[config.mk]
export PLATFORM = sky130hd
export DESIGN_NAME = dma_copy_engine
export DESIGN_NICKNAME = d
export VERILOG_FILES = /design/src/rtl/dma_copy_pkg.sv /design/src/rtl/dma_copy_regs.sv /design/src/rtl/dma_copy_seq.sv /design/src/rtl/dma_copy_engine.sv
export SDC_FILE = /design/constraint.sdc
export NUM_CORES = 1
export LEC_CHECK = 0
export ABC_AREA = 1
export BUFFER_PORTS_ARGS = -buffer_cell sky130_fd_sc_hd__buf_4
export CORE_ASPECT_RATIO = 0.7
export CORE_UTILIZATION = 30
export CTS_CLUSTER_SIZE = 24
export DETAILED_ROUTE_END_ITERATION = 8
export SLEW_MARGIN = 10
export SYNTH_ARGS = -nofsm -noshare
export SYNTH_HDL_FRONTEND = slang
export SYNTH_SLANG_ARGS = --single-unit
[constraint.sdc]
create_clock -name clk -period 3 [get_ports clk]
set_input_delay 0.45 -clock clk [delete_from_list [all_inputs] [get_ports clk]]
set_output_delay 0.45 -clock clk [all_outputs]
set_load 0.01 [all_outputs]
[src/rtl/dma_copy_pkg.sv]
package dma_copy_pkg;
  localparam int DATA_W = 32;

  localparam logic [15:0] OFS_SRC_ADDR = 16'h0400;
  localparam logic [15:0] OFS_SRC_CFG  = 16'h0404;
  localparam logic [15:0] OFS_DST_ADDR = 16'h0408;
  localparam logic [15:0] OFS_DST_CFG  = 16'h040C;
  localparam logic [15:0] OFS_SIZE     = 16'h0414;
  localparam logic [15:0] OFS_CMD      = 16'h0418;
  localparam logic [15:0] OFS_STATUS   = 16'h041C;
  localparam logic [15:0] OFS_DIR      = 16'h0420;
  localparam logic [15:0] OFS_INT_CLR  = 16'h1004;
  localparam logic [15:0] OFS_INT_MASK = 16'h1024;
  localparam logic [15:0] OFS_INT_PEND = 16'h1044;
  localparam logic [15:0] OFS_INT_STAT = 16'h1064;

  localparam int BIT_START    = 0;
  localparam int BIT_ERR      = 16;
  localparam int BIT_BUSY     = 17;
  localparam int BIT_DONE     = 18;
  localparam int BIT_INT_ERR  = 16;
  localparam int BIT_INT_DONE = 24;

  typedef struct packed {
    logic [2:0] burst;
    logic       cmode;
    logic [1:0] width;
  } side_cfg_t;

  typedef enum logic [1:0] {ST_IDLE, ST_RD, ST_WR} seq_state_t;

  function automatic logic [2:0] width_bytes(input logic [1:0] code);
    case (code)
      2'd0:    width_bytes = 3'd1;
      2'd1:    width_bytes = 3'd2;
      2'd2:    width_bytes = 3'd4;
      default: width_bytes = 3'd0;
    endcase
  endfunction

  function automatic logic [DATA_W-1:0] lane_mask(input logic [2:0] nbytes);
    case (nbytes)
      3'd1:    lane_mask = 32'h0000_00FF;
      3'd2:    lane_mask = 32'h0000_FFFF;
      default: lane_mask = 32'hFFFF_FFFF;
    endcase
  endfunction

  function automatic logic burst_ok(input logic [2:0] b);
    burst_ok = (b == 3'd0) || (b == 3'd2) || (b == 3'd3) || (b == 3'd4);
  endfunction
endpackage

[src/rtl/dma_copy_regs.sv]
module dma_copy_regs
  import dma_copy_pkg::*;
#(
  parameter int ADDR_W = 32,
  parameter int CNT_W  = 24,
  parameter int REG_AW = 13
) (
  input  logic              clk,
  input  logic              rst_n,
  input  logic              reg_we,
  input  logic [REG_AW-1:0] reg_addr,
  input  logic [31:0]       reg_wdata,
  output logic [31:0]       reg_rdata,
  input  logic              busy,
  input  logic              done_evt,
  input  logic              err_evt,
  output logic [ADDR_W-1:0] src_addr_q,
  output logic [ADDR_W-1:0] dst_addr_q,
  output side_cfg_t         src_cfg_q,
  output side_cfg_t         dst_cfg_q,
  output logic [CNT_W-1:0]  size_q,
  output logic              dir_q,
  output logic              start_cmd,
  output logic              done_q,
  output logic              irq
);
  logic we_src_addr, we_src_cfg, we_dst_addr, we_dst_cfg;
  logic we_size, we_cmd, we_dir, we_iclr, we_mask;
  logic err_q, int_done_q, int_err_q, mask_done_q, mask_err_q;
  logic [31:0] int_stat, int_pend;

  assign we_src_addr = reg_we && (reg_addr == REG_AW'(OFS_SRC_ADDR));
  assign we_src_cfg  = reg_we && (reg_addr == REG_AW'(OFS_SRC_CFG));
  assign we_dst_addr = reg_we && (reg_addr == REG_AW'(OFS_DST_ADDR));
  assign we_dst_cfg  = reg_we && (reg_addr == REG_AW'(OFS_DST_CFG));
  assign we_size     = reg_we && (reg_addr == REG_AW'(OFS_SIZE));
  assign we_cmd      = reg_we && (reg_addr == REG_AW'(OFS_CMD));
  assign we_dir      = reg_we && (reg_addr == REG_AW'(OFS_DIR));
  assign we_iclr     = reg_we && (reg_addr == REG_AW'(OFS_INT_CLR));
  assign we_mask     = reg_we && (reg_addr == REG_AW'(OFS_INT_MASK));

  assign start_cmd = we_cmd && reg_wdata[BIT_START];

  always_ff @(posedge clk or negedge rst_n) begin
    if (!rst_n) begin
      src_addr_q  <= '0;
      dst_addr_q  <= '0;
      src_cfg_q   <= '0;
      dst_cfg_q   <= '0;
      size_q      <= '0;
      dir_q       <= 1'b0;
      mask_done_q <= 1'b0;
      mask_err_q  <= 1'b0;
    end else begin
      if (we_src_addr) src_addr_q <= reg_wdata[ADDR_W-1:0];
      if (we_dst_addr) dst_addr_q <= reg_wdata[ADDR_W-1:0];
      if (we_src_cfg)  src_cfg_q  <= {reg_wdata[18:16], reg_wdata[8], reg_wdata[1:0]};
      if (we_dst_cfg)  dst_cfg_q  <= {reg_wdata[18:16], reg_wdata[8], reg_wdata[1:0]};
      if (we_size)     size_q     <= reg_wdata[CNT_W-1:0];
      if (we_dir)      dir_q      <= reg_wdata[0];
      if (we_mask) begin
        mask_done_q <= reg_wdata[BIT_INT_DONE];
        mask_err_q  <= reg_wdata[BIT_INT_ERR];
      end
    end
  end

  // Latched events: a set in the same cycle as a clear wins.
  always_ff @(posedge clk or negedge rst_n) begin
    if (!rst_n) begin
      done_q     <= 1'b0;
      err_q      <= 1'b0;
      int_done_q <= 1'b0;
      int_err_q  <= 1'b0;
    end else begin
      if (done_evt) done_q <= 1'b1;
      else if (we_cmd && reg_wdata[BIT_DONE]) done_q <= 1'b0;
      if (err_evt) err_q <= 1'b1;
      else if (we_cmd && reg_wdata[BIT_ERR]) err_q <= 1'b0;
      if (done_evt) int_done_q <= 1'b1;
      else if (we_iclr && reg_wdata[BIT_INT_DONE]) int_done_q <= 1'b0;
      if (err_evt) int_err_q <= 1'b1;
      else if (we_iclr && reg_wdata[BIT_INT_ERR]) int_err_q <= 1'b0;
    end
  end

  always_comb begin
    int_stat = '0;
    int_stat[BIT_INT_DONE] = int_done_q;
    int_stat[BIT_INT_ERR]  = int_err_q;
    int_pend = '0;
    int_pend[BIT_INT_DONE] = int_done_q && !mask_done_q;
    int_pend[BIT_INT_ERR]  = int_err_q && !mask_err_q;
  end

  assign irq = |int_pend;

  always_comb begin
    reg_rdata = '0;
    case (reg_addr)
      REG_AW'(OFS_SRC_ADDR): reg_rdata[ADDR_W-1:0] = src_addr_q;
      REG_AW'(OFS_DST_ADDR): reg_rdata[ADDR_W-1:0] = dst_addr_q;
      REG_AW'(OFS_SRC_CFG): begin
        reg_rdata[18:16] = src_cfg_q.burst;
        reg_rdata[8]     = src_cfg_q.cmode;
        reg_rdata[1:0]   = src_cfg_q.width;
      end
      REG_AW'(OFS_DST_CFG): begin
        reg_rdata[18:16] = dst_cfg_q.burst;
        reg_rdata[8]     = dst_cfg_q.cmode;
        reg_rdata[1:0]   = dst_cfg_q.width;
      end
      REG_AW'(OFS_SIZE):   reg_rdata[CNT_W-1:0] = size_q;
      REG_AW'(OFS_DIR):    reg_rdata[0] = dir_q;
      REG_AW'(OFS_STATUS): begin
        reg_rdata[BIT_ERR]  = err_q;
        reg_rdata[BIT_BUSY] = busy;
        reg_rdata[BIT_DONE] = done_q;
      end
      REG_AW'(OFS_INT_MASK): begin
        reg_rdata[BIT_INT_DONE] = mask_done_q;
        reg_rdata[BIT_INT_ERR]  = mask_err_q;
      end
      REG_AW'(OFS_INT_PEND): reg_rdata = int_pend;
      REG_AW'(OFS_INT_STAT): reg_rdata = int_stat;
      default: reg_rdata = '0;
    endcase
  end
endmodule

[src/rtl/dma_copy_seq.sv]
module dma_copy_seq
  import dma_copy_pkg::*;
#(
  parameter int ADDR_W = 32,
  parameter int CNT_W  = 24
) (
  input  logic              clk,
  input  logic              rst_n,
  input  logic              start,
  input  logic [ADDR_W-1:0] src_addr_i,
  input  logic [ADDR_W-1:0] dst_addr_i,
  input  side_cfg_t         src_cfg_i,
  input  side_cfg_t         dst_cfg_i,
  input  logic [CNT_W-1:0]  size_i,
  input  logic              dir_i,
  output logic              busy,
  output logic              done_evt,
  output logic              err_evt,
  output logic              mem_req,
  output logic              mem_we,
  output logic [ADDR_W-1:0] mem_addr,
  output logic [1:0]        mem_size,
  output logic              mem_flash,
  output logic [DATA_W-1:0] mem_wdata,
  input  logic [DATA_W-1:0] mem_rdata,
  input  logic              mem_ack,
  input  logic              mem_err
);
  seq_state_t        state_q, state_d;
  logic [ADDR_W-1:0] sa_q, sa_d, da_q, da_d;
  logic [1:0]        sw_q, sw_d, dw_q, dw_d;
  logic              sc_q, sc_d, dc_q, dc_d, dir_q, dir_d;
  logic [CNT_W-1:0]  rem_q, rem_d;
  logic [2:0]        fill_q, fill_d;
  logic [DATA_W-1:0] buf_q, buf_d;

  logic [2:0] sb_new, db_new, wide_new, sbq, dbq;
  logic       cfg_ok;

  assign sbq = width_bytes(sw_q);
  assign dbq = width_bytes(dw_q);

  always_comb begin
    sb_new   = width_bytes(src_cfg_i.width);
    db_new   = width_bytes(dst_cfg_i.width);
    wide_new = (sb_new > db_new) ? sb_new : db_new;
    cfg_ok   = (sb_new != 3'd0) && (db_new != 3'd0) &&
               burst_ok(src_cfg_i.burst) && burst_ok(dst_cfg_i.burst) &&
               (size_i != '0) &&
               ((size_i & CNT_W'(wide_new - 3'd1)) == '0);
  end

  always_comb begin
    state_d  = state_q;
    sa_d     = sa_q;
    da_d     = da_q;
    sw_d     = sw_q;
    dw_d     = dw_q;
    sc_d     = sc_q;
    dc_d     = dc_q;
    dir_d    = dir_q;
    rem_d    = rem_q;
    fill_d   = fill_q;
    buf_d    = buf_q;
    done_evt = 1'b0;
    err_evt  = 1'b0;
    case (state_q)
      ST_IDLE: begin
        if (start) begin
          if (cfg_ok) begin
            sa_d    = src_addr_i;
            da_d    = dst_addr_i;
            sw_d    = src_cfg_i.width;
            dw_d    = dst_cfg_i.width;
            sc_d    = src_cfg_i.cmode;
            dc_d    = dst_cfg_i.cmode;
            dir_d   = dir_i;
            rem_d   = size_i;
            fill_d  = '0;
            buf_d   = '0;
            state_d = ST_RD;
          end else begin
            err_evt = 1'b1;
          end
        end
      end
      ST_RD: begin
        if (mem_err) begin
          err_evt = 1'b1;
          state_d = ST_IDLE;
        end else if (mem_ack) begin
          buf_d  = buf_q | ((mem_rdata & lane_mask(sbq)) << {fill_q, 3'b000});
          fill_d = fill_q + sbq;
          if (!sc_q) sa_d = sa_q + ADDR_W'(sbq);
          state_d = ((fill_q + sbq) >= dbq) ? ST_WR : ST_RD;
        end
      end
      ST_WR: begin
        if (mem_err) begin
          err_evt = 1'b1;
          state_d = ST_IDLE;
        end else if (mem_ack) begin
          buf_d  = buf_q >> {dbq, 3'b000};
          fill_d = fill_q - dbq;
          rem_d  = rem_q - CNT_W'(dbq);
          if (!dc_q) da_d = da_q + ADDR_W'(dbq);
          if (rem_q == CNT_W'(dbq)) begin
            done_evt = 1'b1;
            state_d  = ST_IDLE;
          end else begin
            state_d = ((fill_q - dbq) >= dbq) ? ST_WR : ST_RD;
          end
        end
      end
      default: state_d = ST_IDLE;
    endcase
  end

  always_ff @(posedge clk or negedge rst_n) begin
    if (!rst_n) begin
      state_q <= ST_IDLE;
      sa_q    <= '0;
      da_q    <= '0;
      sw_q    <= '0;
      dw_q    <= '0;
      sc_q    <= 1'b0;
      dc_q    <= 1'b0;
      dir_q   <= 1'b0;
      rem_q   <= '0;
      fill_q  <= '0;
      buf_q   <= '0;
    end else begin
      state_q <= state_d;
      sa_q    <= sa_d;
      da_q    <= da_d;
      sw_q    <= sw_d;
      dw_q    <= dw_d;
      sc_q    <= sc_d;
      dc_q    <= dc_d;
      dir_q   <= dir_d;
      rem_q   <= rem_d;
      fill_q  <= fill_d;
      buf_q   <= buf_d;
    end
  end

  assign busy      = (state_q != ST_IDLE);
  assign mem_req   = busy;
  assign mem_we    = (state_q == ST_WR);
  assign mem_addr  = mem_we ? da_q : sa_q;
  assign mem_size  = mem_we ? dw_q : sw_q;
  assign mem_flash = mem_we ? dir_q : !dir_q;
  assign mem_wdata = buf_q & lane_mask(dbq);
endmodule

[src/rtl/dma_copy_engine.sv]
module dma_copy_engine
  import dma_copy_pkg::*;
#(
  parameter int ADDR_W = 32,
  parameter int CNT_W  = 24,
  parameter int REG_AW = 13
) (
  input  logic              clk,
  input  logic              rst_n,
  input  logic              reg_we,
  input  logic [REG_AW-1:0] reg_addr,
  input  logic [31:0]       reg_wdata,
  output logic [31:0]       reg_rdata,
  output logic              mem_req,
  output logic              mem_we,
  output logic [ADDR_W-1:0] mem_addr,
  output logic [1:0]        mem_size,
  output logic              mem_flash,
  output logic [31:0]       mem_wdata,
  input  logic [31:0]       mem_rdata,
  input  logic              mem_ack,
  input  logic              mem_err,
  output logic              irq
);
  logic              busy, done_evt, err_evt, start_cmd, dir_q, done_q;
  logic [ADDR_W-1:0] src_addr_q, dst_addr_q;
  side_cfg_t         src_cfg_q, dst_cfg_q;
  logic [CNT_W-1:0]  size_q;

  dma_copy_regs #(.ADDR_W(ADDR_W), .CNT_W(CNT_W), .REG_AW(REG_AW)) u_regs (
    .clk       (clk),
    .rst_n     (rst_n),
    .reg_we    (reg_we),
    .reg_addr  (reg_addr),
    .reg_wdata (reg_wdata),
    .reg_rdata (reg_rdata),
    .busy      (busy),
    .done_evt  (done_evt),
    .err_evt   (err_evt),
    .src_addr_q(src_addr_q),
    .dst_addr_q(dst_addr_q),
    .src_cfg_q (src_cfg_q),
    .dst_cfg_q (dst_cfg_q),
    .size_q    (size_q),
    .dir_q     (dir_q),
    .start_cmd (start_cmd),
    .done_q    (done_q),
    .irq       (irq)
  );

  dma_copy_seq #(.ADDR_W(ADDR_W), .CNT_W(CNT_W)) u_seq (
    .clk       (clk),
    .rst_n     (rst_n),
    .start     (start_cmd),
    .src_addr_i(src_addr_q),
    .dst_addr_i(dst_addr_q),
    .src_cfg_i (src_cfg_q),
    .dst_cfg_i (dst_cfg_q),
    .size_i    (size_q),
    .dir_i     (dir_q),
    .busy      (busy),
    .done_evt  (done_evt),
    .err_evt   (err_evt),
    .mem_req   (mem_req),
    .mem_we    (mem_we),
    .mem_addr  (mem_addr),
    .mem_size  (mem_size),
    .mem_flash (mem_flash),
    .mem_wdata (mem_wdata),
    .mem_rdata (mem_rdata),
    .mem_ack   (mem_ack),
    .mem_err   (mem_err)
  );
endmodule

# Word-level counts from Yosys, hierarchy flattened
# Cells that the tools add are included.
# classes
muxes,80
n_reduce_logical,57
addsub,6
eq_ne,43
bitwise_logic,4
order_cmp,3
shift,2
# ops
cell,n
$mux W32,20
$pmux W32 S2,4
$eq A13 B11 Y1 const B,8
$mux W24,4
$pmux W32 S3,1
$add A32 B3 Y32,2
$and A32 B32 Y32,2
$eq A13 B13 Y1 const B,4
$pmux W24 S2,1
$pmux W3 S3,5
$or A32 B32 Y32,1
$shl A32 B6 Y32,1
$shr A32 B6 Y32,1
$and A24 B24 Y24,1
$eq A24 B3 Y1,1
$logic_not A24 Y1,1
$reduce_bool A24 Y1,1
$sub A24 B3 Y24,1
$logic_and A1 B1 Y1,21
$mux W3,7
$pmux W7 S3,1
$mux W2,10
$eq A3 B2 Y1 const B,6
$pmux W6 S3,1
33 further kinds,90
# word_totals
output_inout_bits,102
elab_cells,222
regBits,239
in_bits,82

# Logic depth before layout (Yosys ltp)
# Gate-level depths: netlist (run 1).
# depth
word_depth,13
ltp_mapped,23
depth_no_buf,21

# By module
# A second synthesis (run 1) with hierarchy kept.
# hier_totals
cells_unflattened,2614
hier_area_um2,16985.0
# by_module_without_submodules
module,area_per_inst_um2,cells_each,n_inst,seq_area_each_um2
dma_copy_seq,11866.4,1982,1,3303.2
dma_copy_regs,5118.7,632,1,2677.6

# Worst setup path before layout (run 1)
# No wires, ideal clock.
# synth_timing
kind,register -> register
from,register u_seq.dw_q[1]
to,register u_seq.state_q[0]
synth_period_minus_slack_ns,3.323
arrival_ns,3.258
setup_time_ns,0.065
path_stages_with_launch,21
path_buffers,3
path_slack_ns,-0.323
required_ns,2.935
path_cell_list,dfrtp_1 > buf_2 > nor2_1 > buf_2 > buf_1 > ha_1 > inv_1 > fa_1 > xnor2_1 > xor2_1 > inv_1 > ha_1 > a21oi_1 > o21ai_0 > nor2_1 > nand4_1 > nand3_1 > nand2_1 > inv_1 > nand4_1 > nand2_1
# synth_via
elab_chain_len,9
word_cells_on_any_way,16
cone_classes,1 x add/sub; 2 x order compare; 3 x eq/ne; 9 x mux; 1 x reduce/logical
# synth_lines
element,line,rtl
from (decl),dma_copy_seq.sv:31,"logic [1:0] sw_q, sw_d, dw_q, dw_d;"
from (signal assigned),dma_copy_seq.sv:137,dw_q <= dw_d;
$eq A2 B2 Y1 (tied with other cells),dma_copy_pkg.sv:33,case (code)
$pmux W3 S3 (*),dma_copy_pkg.sv:33,
$sub A3 B3 Y3,dma_copy_seq.sv:111,state_d = ((fill_q - dbq) >= dbq) ? ST_WR : ST_RD;
$ge A3 B3 Y1,dma_copy_seq.sv:111,
$mux W2,dma_copy_seq.sv:111,
$mux W2,dma_copy_seq.sv:107,if (rem_q == CNT_W'(dbq)) begin
$mux W2,dma_copy_seq.sv:102,end else if (mem_ack) begin
$mux W2,dma_copy_seq.sv:99,if (mem_err) begin
$pmux W2 S3 (*),dma_copy_seq.sv:67,case (state_q)
to (signal assigned),dma_copy_seq.sv:133,state_q <= state_d;
to (decl),dma_copy_seq.sv:29,"seq_state_t state_q, state_d;"
# Every way passes the cells marked *; elsewhere a longest branch is shown, timed or not. The select of a mux whose other input is x is not followed.
# A chain may end at the register's enable or synchronous reset.

# Worst setup path after layout (run 1)
# layout_timing
from,register u_seq.state_q[0]
to,output mem_addr[13]
# layout_via
elab_chain_len,2
# layout_lines
element,line,rtl
$eq A2 B2 Y1,dma_copy_seq.sv:149,assign mem_we = (state_q == ST_WR);
$mux W32,dma_copy_seq.sv:150,assign mem_addr = mem_we ? da_q : sa_q;
to (decl),dma_copy_engine.sv:16,"output logic [ADDR_W-1:0] mem_addr,"
# Every way passes these cells.

==> results of run 1 <==
layout make-up:
class / count / area share, %
tap: 730 / 4.520
inverter: 276 / 5.127
timing repair buffer: 272 / 11.50
multi-input combinational: 1848 / 44.59
clock buffer: 34 / 3.771
clock inverter: 14 / 0.8855
sequential: 239 / 29.61
what timing repair did:
action / 4_1_cts / 5_1_grt
buffers inserted: 1 / 4
setup endpoints to repair: 18 / 127
pin swaps: 2 / 11
cloned: 0 / 4
endpoints found under the hold margin: 64 / 0
gates resized for setup: 2 / 32
hold buffers: 1 / 0
worst max-delay path, delay by kind of cell, from the launching register on:
family	cells	cell delay (ps)
AO/OA/AOI/OAI	1	590
flip-flops	1	450
adder cells (fa/ha/maj)	1	210
buffers and inverters	3	590
cells by family after synthesis:
kind of cell | Yosys count
buffers and inverters | 402
and+or+nand+nor | 1322
DFF | 239
muxes | 2
xor gates and xnor gates | 29
AOI/OAI and AO/OA | 464
adders and majority gates | 31
state kept, by name (all words and copies together) (netlist names), 2 cells and up:
register	flops
u_seq.sa_q	32
u_regs.src_addr_q	32
u_regs.size_q	24
u_seq.fill_q	3
u_regs.dst_addr_q	32
u_seq.buf_q	32
u_seq.state_q	2
u_seq.sw_q	2
u_seq.rem_q	24
u_seq.dw_q	2
u_seq.da_q	32
u_regs.dst_cfg_q	6
u_regs.src_cfg_q	6
layer usage:
layer / GRT usage, % / vias to the layer above
li1: - / 8469
met1: 33.32 / 8133
met2: 30.62 / 860
met3: 4.945 / 83
met4: 6.266 / 2
met5: 0 / -
worst paths after layout:
check                                                   from                                end  slack [ps]  cells after the start
min                                            reg_wdata[30]  u_regs.src_addr_q[30]$_DFFE_PN0P_         170                      3
max reg2reg                  u_regs.dst_cfg_q[0]$_DFFE_PN0P_         u_seq.rem_q[2]$_DFFE_PN0P_         170                     22
max                             u_seq.state_q[0]$_DFFE_PN0P_                       mem_addr[13]         100                      5
max in group asynchronous                              rst_n         u_seq.sa_q[26]$_DFFE_PN0P_        1720                      3
min reg2reg                u_regs.src_addr_q[25]$_DFFE_PN0P_  u_regs.src_addr_q[25]$_DFFE_PN0P_         480                      2
min in group asynchronous                              rst_n    u_regs.src_cfg_q[1]$_DFFE_PN0P_         440                      2
stage by stage:
stage               total power [mW]  instances
floorplan                      3.364       2489
finish                         7.119       3413
global route                   7.328       3413
global placement               3.577       3355
detailed placement             3.577       3355
CTS                            7.174       3405
cells in the final DEF, fill, tap and decap left out, types with 29 or more instances in the layout:
cell / Yosys / final
nand2_1: 871 / 867
o21ai_0: 281 / 278
inv_1: 271 / 266
buf_4: 15 / 248
dfrtp_1: 239 / 237
nor2_1: 181 / 176
nand3_1: 114 / 112
nand4_1: 86 / 86
o21ai_1: 36 / 39
a21oi_1: 35 / 35
clkbuf_16: 0 / 30
o22ai_1: 29 / 29
Yosys cell counts, drive strengths merged (2+ instances only):
master / instances / area (µm²)
o2111ai: 3 / 26.28
nor2: 190 / 750.7
nor3: 26 / 145.1
a22o: 5 / 43.79
nand3: 118 / 618.1
clkbuf: 68 / 255.2
or2: 8 / 50.05
buf: 58 / 390.4
nand2: 883 / 3364
a22oi: 10 / 75.07
o211ai: 14 / 105.1
xnor2: 11 / 96.34
o41ai: 2 / 17.52
a21oi: 37 / 192.7
a31oi: 7 / 43.79
inv: 274 / 1028
o31ai: 3 / 22.52
dfrtp: 239 / 5981
nand3b: 8 / 60.06
o22ai: 30 / 193.9
nand4: 87 / 550.5
mux2i: 2 / 20.02
fa: 5 / 100.1
ha: 26 / 325.3
o21ai: 326 / 1665
xor2: 18 / 157.7
o21bai: 2 / 15.01
o221ai: 24 / 210.2
clkinv: 2 / 7.510
power groups by stage:
stage	Sequential, mW	Clock, mW	Combinational, mW
CTS	3.23	3.65	0.292
global route	3.23	3.78	0.321
detailed placement	3.29	0	0.288
global placement	3.29	0	0.288
finish	3.23	3.60	0.291
floorplan	3.29	0	0.0749
==> results.sh, run 1 <==
export IMPL_tightest_slew_ps=630.8
export IMPL_antenna_found_initial=1
export IMPL_grtUsageTotal_pct=21.99
export IMPL_synthAdderAreaFrac_pct=2.573
export IMPL_clockBufferDepth=3
export IMPL_power_switching_mw=1.651
export IMPL_synth_edff_count=0
export IMPL_ys_seq_elements=239
export IMPL_combPwrFrac_pct=4.1
export IMPL_hold_viol=0
export IMPL_grt_ovfl_total=0
export IMPL_io_pins=184
export IMPL_async_flop_share_pct=100.0
export IMPL_gp_congestion=0.9615
export IMPL_final_max_slew_violation_count=0
export IMPL_syn2layout_area_growth_pct=22.21
export IMPL_wl_met3_um=6309
export IMPL_yosysUniqueCellTypes=49
export IMPL_synthMuxAreaShare_pct=0.1211
export IMPL_multi_input_area_um2=9010
export IMPL_p_int_mw=5.468
export IMPL_drtPass1Iterations=6
export IMPL_clock_fmax_mhz=344.4
export IMPL_antenna_diode_count=0
export IMPL_synth_ff_type="dfrtp_1"
export IMPL_clock_root_buffer="clkbuf_16"
export IMPL_netlist_area_um2=16530
export IMPL_tns_ps=0
export IMPL_register_area_um2=5983
export IMPL_wl_met1_um=29160
export IMPL_drive_gt1_share_pct=14.76
export IMPL_swShare_pct=23.19
export IMPL_htreeDepth=1
export IMPL_leakage_nw=9.546
export IMPL_drv_cap=0
export IMPL_synth_compound_area_share_pct=15.84
export IMPL_placed_area_um2=19010
export IMPL_final_area_um2=20210
export IMPL_final_setup_skew_ps=28.32
export IMPL_period_needed_ps=2904
export IMPL_setup_viol=0
export IMPL_finalCritPeriodShare_pct=96.79
export IMPL_critPathSlowestCell="o21ai_0"
export IMPL_power_frac_clock_pct=50.6
export IMPL_clk_insertion_delay_late_ps=570
export IMPL_critPathArrivalTime_ps=2450
export IMPL_drt_iter0_drc=2032
export IMPL_holdWs_ps=168.8
export IMPL_die_area_um2=56070
export IMPL_syn_area_per_cell_um2=6.643
export IMPL_grt_setup_unrepaired="yes"
export IMPL_numClockSinks=239
export IMPL_setup_slack_ps=96.23
export IMPL_ys_seq_area_share_pct=36.17
export IMPL_cts_buffers=27
export IMPL_end_kind="primary output"
export IMPL_clk_pin_slew_worst_paths_ps=60
export IMPL_vias_per_cell=5.141
export IMPL_cp_start_kind="register"
export IMPL_yosys_area_share_simple_pct=33.59
export IMPL_crit_fanout=111
export IMPL_synth_xor_area_share_pct=1.536
export IMPL_fillers=5752
export IMPL_grt_max_degree=112
export IMPL_synth_warnings=0
export IMPL_num_rows=71
export IMPL_die_w_um=282.6
export IMPL_path_class="reg -> out"
export IMPL_ant_nets=0
export IMPL_wl_met2_um=25270
export IMPL_core_area_um2=54100
export IMPL_crit_path_cell_trace="inv_1 -> ha_4 -> buf_16 -> o21ai_0 -> buf_4"
export IMPL_start_util_pct=30.56
export IMPL_dp_hpwl_um=46470
export IMPL_cts_tree="done"
export IMPL_grt_pass1_vias=15568
export IMPL_power_share_sequential_pct=45.4
export IMPL_hold_path_class="in -> reg"
export IMPL_die_h_um=198.4
export IMPL_critPathRequiredTime_ps=2550
export IMPL_pre_cts_slack_ps=-18.31
export IMPL_power_density_nw_per_um2=352.3
export IMPL_wl_per_cell_um=18.34
export IMPL_final_util_pct=37.35
export IMPL_ir_drop_mv=0.3846
export IMPL_syn_inst=2489
export IMPL_syn_nets=2602
export IMPL_slowest_delay_ps=590
export IMPL_grt_pass1_wl_um=94960
export IMPL_synth_top_family_by_area="simple AND/OR/NAND/NOR gates"
export IMPL_topRoutingLayerUsed="met5"
export IMPL_fin_nets=2777
export IMPL_maxSlewHeadroom_pct=57.50
export IMPL_place_port_buffers=183
export IMPL_status="complete, no violations"
export IMPL_drc_errors=0
export IMPL_wl_um=62590
export IMPL_vias=17547
Note: power is estimated with default switching activity, not from simulation.
==> inputs of run 2 (changes only) <==
--- a/config.mk
+++ b/config.mk
@@ -5,7 +5,6 @@
 export SDC_FILE = /design/constraint.sdc
 export NUM_CORES = 1
 export LEC_CHECK = 0
-export ABC_AREA = 1
 export BUFFER_PORTS_ARGS = -buffer_cell sky130_fd_sc_hd__buf_4
 export CORE_ASPECT_RATIO = 0.7
 export CORE_UTILIZATION = 30
==> run 2 against run 1 <==
The run now ends with setup timing left. Worst hold slack lost 47 ps. Sequential power grew 49%. Cell area shrank 0.37%. Synthesized area shrank 11%. Clock skew shrank 11 ps. Register-to-register slack lost 830 ps. First-iteration DRC count shrank 26%. Highest routed layer unchanged. Clock power shrank 4%. Combinational power grew to 23 times the previous value. Routed wire length shrank 12%. Largest cell class unchanged.
==> results.sh, run 2 <==
export IMPL_gp_congestion=0.8842
export IMPL_power_mw=15.00
export IMPL_syn_nets=1741
export IMPL_wl_um=54860
export IMPL_path_buf_inv=3
export IMPL_power_switching_mw=6.048
export IMPL_numClockSinks=239
export IMPL_min_path_cells=2
export IMPL_power_frac_clock_pct=23.1
export IMPL_clk_insertion_delay_late_ps=570
export IMPL_async_flop_share_pct=100.0
export IMPL_vias=14368
export IMPL_final_common_cell="buf_4"
export IMPL_io_pins=184
export IMPL_synth_warnings=0
export IMPL_cp_start_kind="register"
export IMPL_status="finished with violations"
export IMPL_synth_ff_type="dfrtp_1"
export IMPL_rrSetupSlack_ps=-660
export IMPL_syn_inst=1628
export IMPL_setup_slack_ps=-659.4
export IMPL_slowest_delay_ps=450
export IMPL_die_area_um2=50220
export IMPL_reg2reg_to="u_seq.buf_q[30]$_DFFE_PN0P_"
export IMPL_combPwrFrac_pct=45.0
export IMPL_leakage_nw=9.222
export IMPL_critPathSlowestCell="dfrtp_2"
export IMPL_clock_root_buffer="clkbuf_16"
export IMPL_drc_errors=0
export IMPL_clockBufferDepth=3
export IMPL_cp_depth=17
export IMPL_vias_per_cell=5.569
export IMPL_drv_cap=0
export IMPL_antenna_found_initial=2
export IMPL_ir_drop_mv=0.4420
export IMPL_power_density_nw_per_um2=744.9
export IMPL_final_util_pct=41.69
export IMPL_final_max_slew_violation_count=0
export IMPL_die_h_um=187.8
export IMPL_setup_viol=134
export IMPL_syn2layout_area_growth_pct=36.08
export IMPL_grt_max_degree=104
export IMPL_grt_ovfl_total=0
export IMPL_finalCritPeriodShare_pct=122.0
export IMPL_swShare_pct=40.33
export IMPL_ys_seq_area_share_pct=40.43
export IMPL_wl_per_cell_um=21.26
export IMPL_grtUsageTotal_pct=20.99
export IMPL_grt_pass1_wl_um=81880
export IMPL_cp_top_family="simple AND/OR/NAND/NOR gates"
export IMPL_critPathArrivalTime_ps=4170
export IMPL_fin_nets=2014
export IMPL_tightest_slew_ps=1140
export IMPL_hp_start="reg_wdata[29]"
export IMPL_drt_iter0_drc=1498
export IMPL_clk_pin_slew_worst_paths_ps=60
export IMPL_end_kind="register"
export IMPL_drtPass1Iterations=6
export IMPL_layout_common_cells="buf_4, dfrtp_1, nand2_1"
export IMPL_final_setup_skew_ps=17.82
export IMPL_hold_path_class="in -> reg"
export IMPL_die_w_um=267.4
export IMPL_ys_seq_elements=239
export IMPL_maxSlewHeadroom_pct=23.27
export IMPL_cts_buffers=28
export IMPL_yosysUniqueCellTypes=73
export IMPL_holdWs_ps=121.8
export IMPL_dp_hpwl_um=37420
export IMPL_ant_nets=0
export IMPL_netlist_area_leader_share_pct=40.43
export IMPL_hold_viol=0
export IMPL_drive_gt1_share_pct=39.11
export IMPL_grt_pass1_vias=13578
export IMPL_p_int_mw=8.949
export IMPL_r2r_cells=17
export IMPL_synth_area_leader_cell="dfrtp_1"
export IMPL_r2r_start="u_regs.src_cfg_q[1]$_DFFE_PN0P_"
export IMPL_crit_path_cell_trace="or2_4 -> ha_4 -> nand3_4 -> a211o_1 -> nand2_2 -> inv_2 -> ha_4 -> inv_2 -> a222oi_1 -> nand3_1 -> a221oi_2 -> and2_4 -> a41oi_4 -> nor3_4 -> buf_12 -> and4_4 -> a22o_1"
export IMPL_synthTopCellsByCount="dfrtp_1, nand2_1, a21oi_1, mux2_2, o21ai_0"
export IMPL_num_rows=67
export IMPL_grt_setup_unrepaired="yes"
export IMPL_yosysMostFrequentCell="dfrtp_1"
export IMPL_netlist_area_um2=14790
export IMPL_core_area_um2=48290
export IMPL_period_needed_ps=3659
export IMPL_htreeDepth=1
export IMPL_syn_area_per_cell_um2=9.087
export IMPL_path_class="reg -> reg"
export IMPL_synth_area_top_cells="dfrtp_1, mux2_2, a21oi_1"
export IMPL_start_util_pct=30.64
export IMPL_critPathRequiredTime_ps=3510
export IMPL_power_share_sequential_pct=32.0
export IMPL_clock_fmax_mhz=273.3
export IMPL_cts_tree="done"
export IMPL_place_port_buffers=183
export IMPL_crit_fanout=9
export IMPL_synth_edff_count=0
export IMPL_hold_path_end="u_regs.src_addr_q[29]$_DFFE_PN0P_"
export IMPL_violations="setup timing"
==> run 2: changes by cell type in the layout (fill, tap and decap cells not counted), moves of 28 or more <==
cell | previous run | this run
o21ai_0 | 278 | 85
a21oi_1 | 35 | 99
buf_4 | 248 | 298
a21oi_2 | 1 | 61
and3_1 | 0 | 28
nand3_1 | 112 | 60
nand4_1 | 86 | 6
mux2i_1 | 2 | 31
inv_1 | 266 | 67
mux2_2 | 0 | 140
nor2_1 | 176 | 69
nand2_1 | 867 | 160
==> run 2: worst register-to-register path, stage by stage, from the launching register on <==
cell and delay, ps:
dfrtp_2 450, or2_4 260, ha_4 270, nand3_4 60, a211o_1 320, nand2_2 80, inv_2 50, ha_4 250
inv_2 30, a222oi_1 240, nand3_1 160, a221oi_2 230, and2_4 230, a41oi_4 150, nor3_4 190, buf_12 190
and4_4 290, a22o_1 150
==> run 2: final cells by class <==
type                       instances  area, µm²
fill                            4674      28150
multi-input combinational       1213       8992
sequential                       239       5984
timing repair buffer             348       3148
tap                              655      819.5
clock buffer                      38      778.2
inverter                          71      266.5
clock inverter                    14      137.6
antenna                            2      5.005
==> run 2: timing repair <==
| action | 4_1_cts | 5_1_grt |
|---|---|---|
| gates cloned | 9 | 6 |
| setup buffers | 12 | 4 |
| resized for setup | 95 | 118 |
| pin swaps | 17 | 10 |
| hold buffers | 1 | 0 |
| endpoints found under the hold margin | 78 | 0 |
| endpoints found under the setup margin | 136 | 134 |
==> run 2: cell families after synthesis <==
family | synth area share, %
adder cells (fa/ha/maj) | 2.876
AO/OA/AOI/OAI | 21.05
AND/OR/NAND/NOR | 16.66
XOR/XNOR | 0.4736
multiplexers | 12.83
buffers and inverters | 5.683
flip-flops | 40.43
==> run 2: routing by layer <==
layer	part of all wire (%)	GRT usage (%)	wire, µm	vias up
met4	2.0	4.835	1086	2
met1	48	32.01	26210	7199
li1	-	-	-	6501
met2	42	29.31	22810	584
met5	0.022	0	12	-
met3	8.7	5.095	4749	82
==> run 2: how the worst max path moves through the flow <==
stage                                     from                     endpoint  slack (ps)
6_report       u_regs.src_cfg_q[1]$_DFFE_PN0P_  u_seq.buf_q[30]$_DFFE_PN0P_        -660
4_1_cts        u_regs.src_cfg_q[1]$_DFFE_PN0P_  u_seq.buf_q[25]$_DFFE_PN0P_        -610
3_5_place_dp   u_regs.dst_cfg_q[1]$_DFFE_PN0P_  u_seq.buf_q[25]$_DFFE_PN0P_        -790
2_1_floorplan  u_regs.src_cfg_q[1]$_DFFE_PN0P_   u_seq.rem_q[9]$_DFFE_PN0P_        -430
3_3_place_gp   u_regs.dst_cfg_q[1]$_DFFE_PN0P_   u_seq.da_q[29]$_DFFE_PN0P_        -660
5_1_grt        u_regs.src_cfg_q[1]$_DFFE_PN0P_   u_seq.da_q[17]$_DFFE_PN0P_        -800
==> run 2: power groups by stage <==
stage	sequential, mW	clock (mW)	combinational (mW)
3_5_place_dp	4.72	0	5.54
3_3_place_gp	4.70	0	5.45
6_report	4.80	3.46	6.74
4_1_cts	4.69	3.50	6.08
2_1_floorplan	4.42	0	3.76
5_1_grt	4.89	3.62	7.26
==> run 2: per-stage QoR <==
stage | cells | cell area (µm²) | TNS (ps) | worst slack (ps)
floorplan | 1628 | 15190 | -43930 | -430.9
global placement | 2498 | 18020 | -70440 | -661.8
detailed placement | 2498 | 18020 | -82900 | -789.7
CTS | 2570 | 19490 | -69810 | -605.9
global route | 2578 | 20130 | -94690 | -798.5
finish | 2580 | 20130 | -76720 | -659.4
